<file path="src/rtl/iq_frame_packer.sv">
module iq_frame_packer #(
  parameter int          NSAMP     = 8,
  parameter int          SW        = 14,
  parameter int          WW        = 16,
  parameter logic [15:0] MARKER    = 16'hE15A,
  parameter logic [15:0] NOP_CODE  = 16'h0000,
  parameter logic [15:0] CRC_POLY  = 16'h1021,
  parameter logic [15:0] CRC_INIT  = 16'hFFFF
) (
  input  logic          clk,
  input  logic          rst_n,
  input  logic          in_valid,
  output logic          in_ready,
  input  logic [SW-1:0] s0_i,
  input  logic [SW-1:0] s0_q,
  input  logic [SW-1:0] s1_i,
  input  logic [SW-1:0] s1_q,
  input  logic          meta_valid,
  input  logic [WW-1:0] meta_word,
  output logic          meta_ready,
  output logic          out_valid,
  input  logic          out_ready,
  output logic [WW-1:0] out_data,
  output logic          out_last
);
  localparam int LANES  = 4;
  localparam int NWORDS = 2 + LANES * NSAMP + 1;
  localparam int IW     = $clog2(NWORDS);
  localparam int CW     = $clog2(NSAMP + 1);
  localparam int TW     = (NSAMP > 1) ? $clog2(NSAMP) : 1;

  logic [LANES*SW-1:0] smp_q [NSAMP];
  logic [CW-1:0]       cnt_q;
  logic                sending_q;
  logic [IW-1:0]       widx_q;
  logic [WW-1:0]       meta_q;
  logic [WW-1:0]       crc_q;
  logic [IW-1:0]       k;
  logic [WW-1:0]       smp_word;

  function automatic logic [WW-1:0] crc_step(input logic [WW-1:0] c, input logic [WW-1:0] w);
    logic [WW-1:0] r;
    r = c;
    for (int b = WW - 1; b >= 0; b--) begin
      if (r[WW-1] ^ w[b]) r = {r[WW-2:0], 1'b0} ^ WW'(CRC_POLY);
      else                r = {r[WW-2:0], 1'b0};
    end
    return r;
  endfunction

  wire take      = in_valid && in_ready;
  wire fill_done = take && (cnt_q == CW'(NSAMP - 1));
  wire fire      = out_valid && out_ready;

  assign in_ready   = !sending_q;
  assign meta_ready = fill_done && meta_valid;
  assign out_valid  = sending_q;
  assign out_last   = sending_q && (widx_q == IW'(NWORDS - 1));

  assign k        = widx_q - IW'(2);
  assign smp_word = WW'(smp_q[k[TW+1:2]][k[1:0]*SW +: SW]);

  always_comb begin
    if (widx_q == '0)                     out_data = WW'(MARKER);
    else if (widx_q == IW'(1))            out_data = meta_q;
    else if (widx_q == IW'(NWORDS - 1))   out_data = crc_q;
    else                                  out_data = smp_word;
  end

  always_ff @(posedge clk) begin
    if (take) smp_q[cnt_q[TW-1:0]] <= {s1_q, s1_i, s0_q, s0_i};
  end

  always_ff @(posedge clk or negedge rst_n) begin
    if (!rst_n) begin
      cnt_q     <= '0;
      sending_q <= 1'b0;
      widx_q    <= '0;
      meta_q    <= WW'(NOP_CODE);
      crc_q     <= WW'(CRC_INIT);
    end else begin
      if (fill_done) begin
        cnt_q     <= '0;
        sending_q <= 1'b1;
        widx_q    <= '0;
        crc_q     <= WW'(CRC_INIT);
        meta_q    <= meta_valid ? meta_word : WW'(NOP_CODE);
      end else if (take) begin
        cnt_q <= cnt_q + CW'(1);
      end
      if (fire) begin
        if (out_last) sending_q <= 1'b0;
        else          widx_q    <= widx_q + IW'(1);
        if (widx_q != '0 && !out_last) crc_q <= crc_step(crc_q, out_data);
      end
    end
  end

  p_hold_r9: assert property (@(posedge clk) disable iff (!rst_n)
    out_valid && !out_ready |=> out_valid && $stable(out_data));

  p_marker_first_r3: assert property (@(posedge clk) disable iff (!rst_n)
    $rose(out_valid) |-> out_data == WW'(MARKER));

  p_release_r11: assert property (@(posedge clk) disable iff (!rst_n)
    out_valid && out_ready && out_last |=> in_ready && !out_valid);

  p_meta_ack_r4: assert property (@(posedge clk) disable iff (!rst_n)
    meta_ready |=> out_valid);

  p_full_fill_r10: assert property (@(posedge clk) disable iff (!rst_n)
    $rose(out_valid) |-> $past(in_valid && in_ready));
endmodule

</file>
<file path="config.mk">
export PLATFORM = sky130hd
export DESIGN_NAME = iq_frame_packer
export DESIGN_NICKNAME = d
export VERILOG_FILES = /design/src/rtl/iq_frame_packer.sv
export SDC_FILE = /design/constraint.sdc
export NUM_CORES = 1
export LEC_CHECK = 0
export BUFFER_PORTS_ARGS = -buffer_cell sky130_fd_sc_hd__buf_2
export CELL_PAD_IN_SITES_DETAIL_PLACEMENT = 1
export CELL_PAD_IN_SITES_GLOBAL_PLACEMENT = 1
export CORE_ASPECT_RATIO = 1.25
export CORE_MARGIN = 2
export CORE_UTILIZATION = 50
export CTS_BUF_LIST = sky130_fd_sc_hd__clkbuf_2
export DETAILED_ROUTE_END_ITERATION = 10
export PLACE_DENSITY = 0.91
export SLEW_MARGIN = 30
export SYNTH_ARGS = -nofsm -noshare
export SYNTH_HDL_FRONTEND = slang
export SYNTH_SLANG_ARGS = --single-unit
</file>
<file path="constraint.sdc">
create_clock -name clk -period 7.3 [get_ports clk]
set_input_delay 0.365 -clock clk [delete_from_list [all_inputs] [get_ports clk]]
set_output_delay 0.365 -clock clk [all_outputs]
set_load 0.03 [all_outputs]
</file>
==> results of run 1 <==
kinds of logic (layout without fill, tap and decap cells):
kind of cell             after synthesis  count (layout)  share of synthesized area [%]
flip-flops                           491             491                           70.4
AND/OR/NAND/NOR                      255             255                           5.85
multiplexers                         184             184                           14.5
AO/OA/AOI/OAI                        157             157                           4.85
buffers and inverters                 79             427                           1.96
XOR/XNOR                              39              39                           2.01
adder cells (fa/ha/maj)                7               7                          0.424
other                                  0               3                              0
through the flow:
step                worst slack (ns)  std cells  hold slack (ns)  utilization, %
detailed placement              1.43       1816            0.401            53.2
global placement                1.74       1815            0.472            53.2
global route                   0.369       2114           0.0556            58.2
floorplan                      0.374       1212           0.0694               -
CTS                            0.670       2110           0.0508            58.0
finish                         0.612       2115            0.125            58.2
Yosys cell counts, types with 6 or more instances:
cell type,number,share of area (%)
a31oi_1,10,0.30
buf_1,7,0.13
a21oi_1,34,0.82
a211oi_1,15,0.54
buf_6,6,0.33
ha_1,7,0.42
nor3_1,25,0.61
nor4_1,8,0.24
o22ai_1,7,0.21
dfrtp_1,27,3.3
nand2_1,106,1.9
nor2_1,49,0.89
nand4_1,8,0.24
mux4_2,88,9.6
mux2i_1,80,3.9
and3_1,16,0.48
buf_4,6,0.22
dfstp_2,16,2.0
xnor2_1,19,0.80
o21ai_0,42,1.0
mux2_2,13,0.71
buf_2,20,0.48
edfxtp_1,448,65
xor2_1,11,0.47
clkbuf_1,33,0.60
nand3_1,9,0.22
registers in the layout, summed over array words and instances, names as in the netlist:
| name | cells |
|---|---|
| smp_q | 448 |
| meta_q | 16 |
| cnt_q | 4 |
| widx_q | 6 |
| out_valid | 1 |
| crc_q | 16 |
cell type report:
type / instances / area [um2]
fillers: 3894 / 17100
flip-flops and latches: 491 / 14500
multi-input cells: 642 / 5820
repair buffers: 220 / 1700
clock buffers: 153 / 766
well taps: 552 / 691
clock inverters: 48 / 249
inverters: 6 / 25.0
diodes: 3 / 7.51
critical path, delay by kind of cell (launching register included):
kind	cells	cell delay, ns
flops	1	0.41
buf+inv	5	2.09
xor+xnor	1	0.66
compound gates	2	0.31
mux	3	1.21
simple gates	1	0.14
fa+ha+maj	1	0.40
worst paths after layout:
check / from / end / depth (start not counted)
worst min-delay path: s0_q[2] / smp_q[0][16] / 2
worst min register to register: meta_q[1] / meta_q[1] / 2
min in group asynchronous: rst_n / crc_q[0] / 3
worst max-delay path: widx_q[1] / out_data[6] / 13
max in group asynchronous: rst_n / meta_q[3] / 4
worst max register to register: widx_q[1] / crc_q[12] / 15
metal layers:
metal | share of wire (%) | wire length, um | up-vias
li1 | - | - | 5392
met1 | 36 | 22100 | 6760
met2 | 51 | 31300 | 842
met3 | 8.2 | 5090 | 230
met4 | 5.2 | 3210 | 6
met5 | 0.058 | 36 | -
repair_timing:
item,4_1_cts,5_1_grt
endpoints found under the setup margin,0,0
hold buffers,93,0
hold endpoints to repair,517,0
setup buffers,0,0
==> reports/metrics.yaml, run 1 <==
status:
  outcome: "finished with violations"
  violations: "design-rule violations"
critical_path:
  path_cells: "buf_4 > inv_1 > ha_2 > xor2_4 > buf_4 > buf_4 > mux2i_1 > mux4_2 > mux4_2 > nor2_1 > a21oi_1 > o21ai_0 > buf_2"
  crit_path_max_fanout: 26
  arrival_ns: 6.32
  critical_path.slowest_cell: "xor2_4"
  critical_path_required_ns: 6.93
  worst_setup_path_end_kind: "primary output"
  startpoint_type: "flop"
  r2r_setup_slack_ns: 1.11
  max_stage_delay_ns: 0.66
  critical_path.most_common_cell: "buf_4"
  criticalPathCategory: "flop to primary output"
place:
  numPortBuffers: 96
  gp_congestion: 0.888
  placed_area_um2: 21800
  hpwl_um: 32200
layout:
  syn_to_final_growth_pct: 15.1
  final_common_cell: "edfxtp_1"
  drive_above_1_share_pct: 28.2
  fin_nets: 1555
  final_cell_mix: "edfxtp_1 (448), clkbuf_2 (153), nand2_1 (105), buf_2 (95), dlygate4sd3_1 (92)"
  design_area_um2: 23800
clock_tree:
  clk_latency_ns: 1.09
  clockRootBuffer: "clkbuf_2"
  ctsResizeCount: 0
  cts_inserted_buffers: 110
  cts_buffer_depth: 3
  clkSinkCount: 491
  htree_levels: 3
  cts_tree: "built"
  clk_pin_slew_worst_paths_ns: 0.20
synth:
  synth_edf_count: 448
  syn_area_um2: 20700
  syn_inst: 1212
  seq_area_frac_synth_pct: 70.4
  synth.distinct_cells: 69
  synth_seq_cells: 491
  synth_fp_nets: 1296
  synth_area_per_cell_um2: 17.1
  yosysWarningCount: 0
  async_flop_share_pct: 8.76
  synthFlopType: "edfxtp_1"
floorplanning:
  ioPinCount: 97
  start_util_pct: 50.5
  die_h_um: 231
  core_um2: 40900
  die_w_um: 186
  fp-row-count: 83
  die-area_um2: 43000
sta:
  worst_pin_slew_ns: 1.02
  finClkSkew_ns: 0.115
  rsz0062_at_grt: "no"
  final_max_slew_viol_count: 0
  setup_tns_ns: 0
  max_freq_mhz: 150
  setup_viol: 0
  hold_viol: 0
  slew_headroom_pct: 32.1
  min_period_ns: 6.69
  post-route-period-util_pct: 91.6
run:
  drv_cap: 0
global_routing:
  use_met2_pct: 48.3
  grt-ovfl-total: 0
  grt_max_degree: 57
  grt_use_met1_pct: 34.8
  top_usage_layer: "met2"
  grt_pass1_wl_um: 91400
  antenna_found_initial: 7
  grtUsageTotal_pct: 29.3
  grt_pass1_vias: 14581
  use_met3_pct: 7.13
detailed_routing:
  firstDrtPassIters: 8
  vias: 13230
  initialDrtViolationCount: 1463
  drcViolationCount: 2
  routed_via_density: 6.26
  wl_per_cell_um: 29.2
  routed_wl_um: 61800
  postRouteAntennaNets: 0
min_path:
  min_path_type: "primary input to flop"
Power of run 1 is left out: the tool's default activity adds up to more than one toggle a clock period on the data nets, which glitch-free logic cannot reach.
==> run 2: changes to the inputs <==
--- a/config.mk
+++ b/config.mk
@@ -11,3 +11,2 @@
 export CORE_ASPECT_RATIO = 1.25
-export CORE_MARGIN = 2
 export CORE_UTILIZATION = 50
==> constraint.sdc (replaced) <==
create_clock -name clk -period 7.3 [get_ports clk]
set_input_delay 1.095 -clock clk [delete_from_list [all_inputs] [get_ports clk]]
set_output_delay 1.095 -clock clk [all_outputs]
set_load 0.03 [all_outputs]
==> run 2 against run 1 <==
  * The run now ends clean
  * Critical path depth down 4
  * Final cell count is 5.2% lower
  * Critical path type unchanged
  * Worst setup slack worse by 0.0080 ns
  * Utilization is 1.7 points lower
  * Global-route usage shrank 2.9 points
  * Register-to-register slack better by 0.34 ns
==> reports/metrics.yaml, run 2 (synthesis gave the netlist of run 1 again) <==
critical_path:
  r2r-start: "widx_q[1]"  # unchanged
  path_cells: "clkinv_1 > ha_1 > mux2_2 > a21oi_1 > o21ai_0 > a211o_1 > a211oi_1 > or3_1 > buf_2"  # was buf_4 > inv_1 > ha_2 > xor2_4 > buf_4 > buf_4 > mux2i_1 > mux4_2 > mux4_2 > nor2_1 > a21oi_1 > o21ai_0 > buf_2
  arrival_ns: 5.60  # was 6.32 ns
  startpoint_type: "flop"  # unchanged
  critical_path.slowest_cell: "dfrtp_1"  # was xor2_4
  max_stage_delay_ns: 1.03  # was 0.66 ns
  crit_start: "widx_q[0]"  # was widx_q[1]
  worst_setup_path_end_kind: "primary output"  # unchanged
  criticalPathCategory: "flop to primary output"  # unchanged
  critical_path_required_ns: 6.20  # was 6.93 ns
  crit_path_max_fanout: 21  # was 26
global_routing:
  grt_pass1_wl_um: 81500  # was 91400 um
  antenna_found_initial: 12  # was 7
  grt_max_degree: 57  # unchanged
  grtUsageTotal_pct: 26.4  # was 29.3%
  grt-ovfl-total: 0  # unchanged
  grt_pass1_vias: 13570  # was 14581
layout:
  syn_to_final_growth_pct: 10.5  # was 15.1%
  fin_nets: 1465  # was 1555
  final_common_cell: "edfxtp_1"  # unchanged
  drive_above_1_share_pct: 29.8  # was 28.2%
  final_cell_mix: "edfxtp_1 (448), clkbuf_2 (151), nand2_1 (105), buf_2 (95), mux4_2 (88)"  # was edfxtp_1 (448), clkbuf_2 (153), nand2_1 (105), buf_2 (95), dlygate4sd3_1 (92)
  largest_reg_flops: 448  # unchanged
run:
  drv_cap: 0  # unchanged
sta:
  worst_pin_slew_ns: 1.03  # was 1.02 ns
  slew_headroom_pct: 31.1  # was 32.1%
  final_max_slew_viol_count: 0  # unchanged
  setup_tns_ns: 0  # unchanged
  hold_viol: 0  # unchanged
  max_freq_mhz: 149  # was 150 MHz
  rsz0062_at_grt: "no"  # unchanged
  setup_viol: 0  # unchanged
  min_period_ns: 6.70  # was 6.69 ns
  post-route-period-util_pct: 91.7  # was 91.6%
  finClkSkew_ns: 0.0921  # was 0.115 ns
clock_tree:
  cts_setup_buffers: 0  # unchanged
  clk_pin_slew_worst_paths_ns: 0.13  # was 0.20 ns
  ctsResizeCount: 0  # unchanged
  htree_levels: 3  # unchanged
  clk_latency_ns: 1.08  # was 1.09 ns
  cts_tree: "built"  # unchanged
  clkSinkCount: 491  # unchanged
  cts_inserted_buffers: 112  # was 110
  clockRootBuffer: "clkbuf_2"  # unchanged
  cts_buffer_depth: 3  # unchanged
detailed_routing:
  firstDrtPassIters: 5  # was 8
  vias: 12367  # was 13230
  routed_via_density: 6.17  # was 6.26
  drcViolationCount: 0  # was 2
  top_layer: "met5"  # unchanged
  wl_met1_um: 20300  # was 22100 um
  postRouteAntennaNets: 0  # unchanged
  dr_wl_met2_um: 27900  # was 31300 um
  routed_wl_um: 54400  # was 61800 um
  wl_per_cell_um: 27.1  # was 29.2 um
  route.met3.wl_um: 4190  # was 5090 um
  initialDrtViolationCount: 1191  # was 1463
min_path:
  hp-start: "meta_word[15]"  # was s0_q[2]
  min_path_type: "primary input to flop"  # unchanged
floorplanning:
  ioPinCount: 97  # unchanged
  start_util_pct: 51.2  # was 50.5%
  die_h_um: 229  # was 231 um
  die_w_um: 184  # was 186 um
  die-area_um2: 42200  # was 43000 um2
  fp-row-count: 82  # was 83
  core_um2: 40400  # was 40900 um2
place:
  numPortBuffers: 96  # unchanged
  hpwl_um: 31800  # was 32200 um
  gp_congestion: 0.847  # was 0.888
status:
  outcome: "completed"  # was finished with violations
run 2: path summary, 6_finish.rpt:
path / endpoint / cells after the start / slack (ns)
setup reg to reg: crc_q[12] / 14 / 1.45
setup / recovery: out_data[11] / 9 / 0.60
max in group asynchronous: meta_q[7] / 2 / 6.27
min in group asynchronous: meta_q[5] / 2 / 0.56
hold / removal: meta_q[15] / 3 / 0.26
hold reg to reg: meta_q[15] / 2 / 0.52
run 2: what timing repair did:
item                                    in CTS  in global routing
hold buffers                                 1                  0
endpoints found under the setup margin       0                  0
hold endpoints to repair                    27                  0
run 2: metrics by stage:
step                      util (%)  hold slack [ns]  cells  instance area [um2]  setup WS, ns
after floorplan                  -            0.445   1212                20700         0.155
after global placement        53.9            0.472   1809                21800          2.00
after detailed placement      53.9            0.490   1809                21800          1.69
after CTS                     56.3            0.165   1998                22700         0.609
after global routing          56.5            0.218   2006                22800         0.373
final                         56.5            0.261   2006                22800         0.604
run 2: routing by layer:
metal / vias to the layer above / global-route usage [%]
met3: 161 / 6.03
met2: 678 / 44.4
li1: 5214 / -
met4: 14 / 13.9
met5: - / 0
met1: 6300 / 31.5
run 2: cell type report:
| type | count | area [um2] |
|---|---|---|
| antenna | 5 | 12.5 |
| clock buffer | 151 | 756 |
| clock inverter | 37 | 196 |
| fill | 3867 | 17600 |
| inverter | 6 | 25.0 |
| multi-input combinational | 642 | 5820 |
| sequential | 491 | 14500 |
| tap | 546 | 683 |
| timing repair buffer | 128 | 807 |
run 2: critical path, delay by kind of cell, from the launching register on:
family	cells	cell delay, ns
muxes	1	0.29
buffers and inverters	2	1.00
DFF	1	1.03
and+or+nand+nor	1	0.25
adders and majority gates	1	0.48
AOI/OAI and AO/OA	4	1.46
Power of run 2 is left out for the same reason.
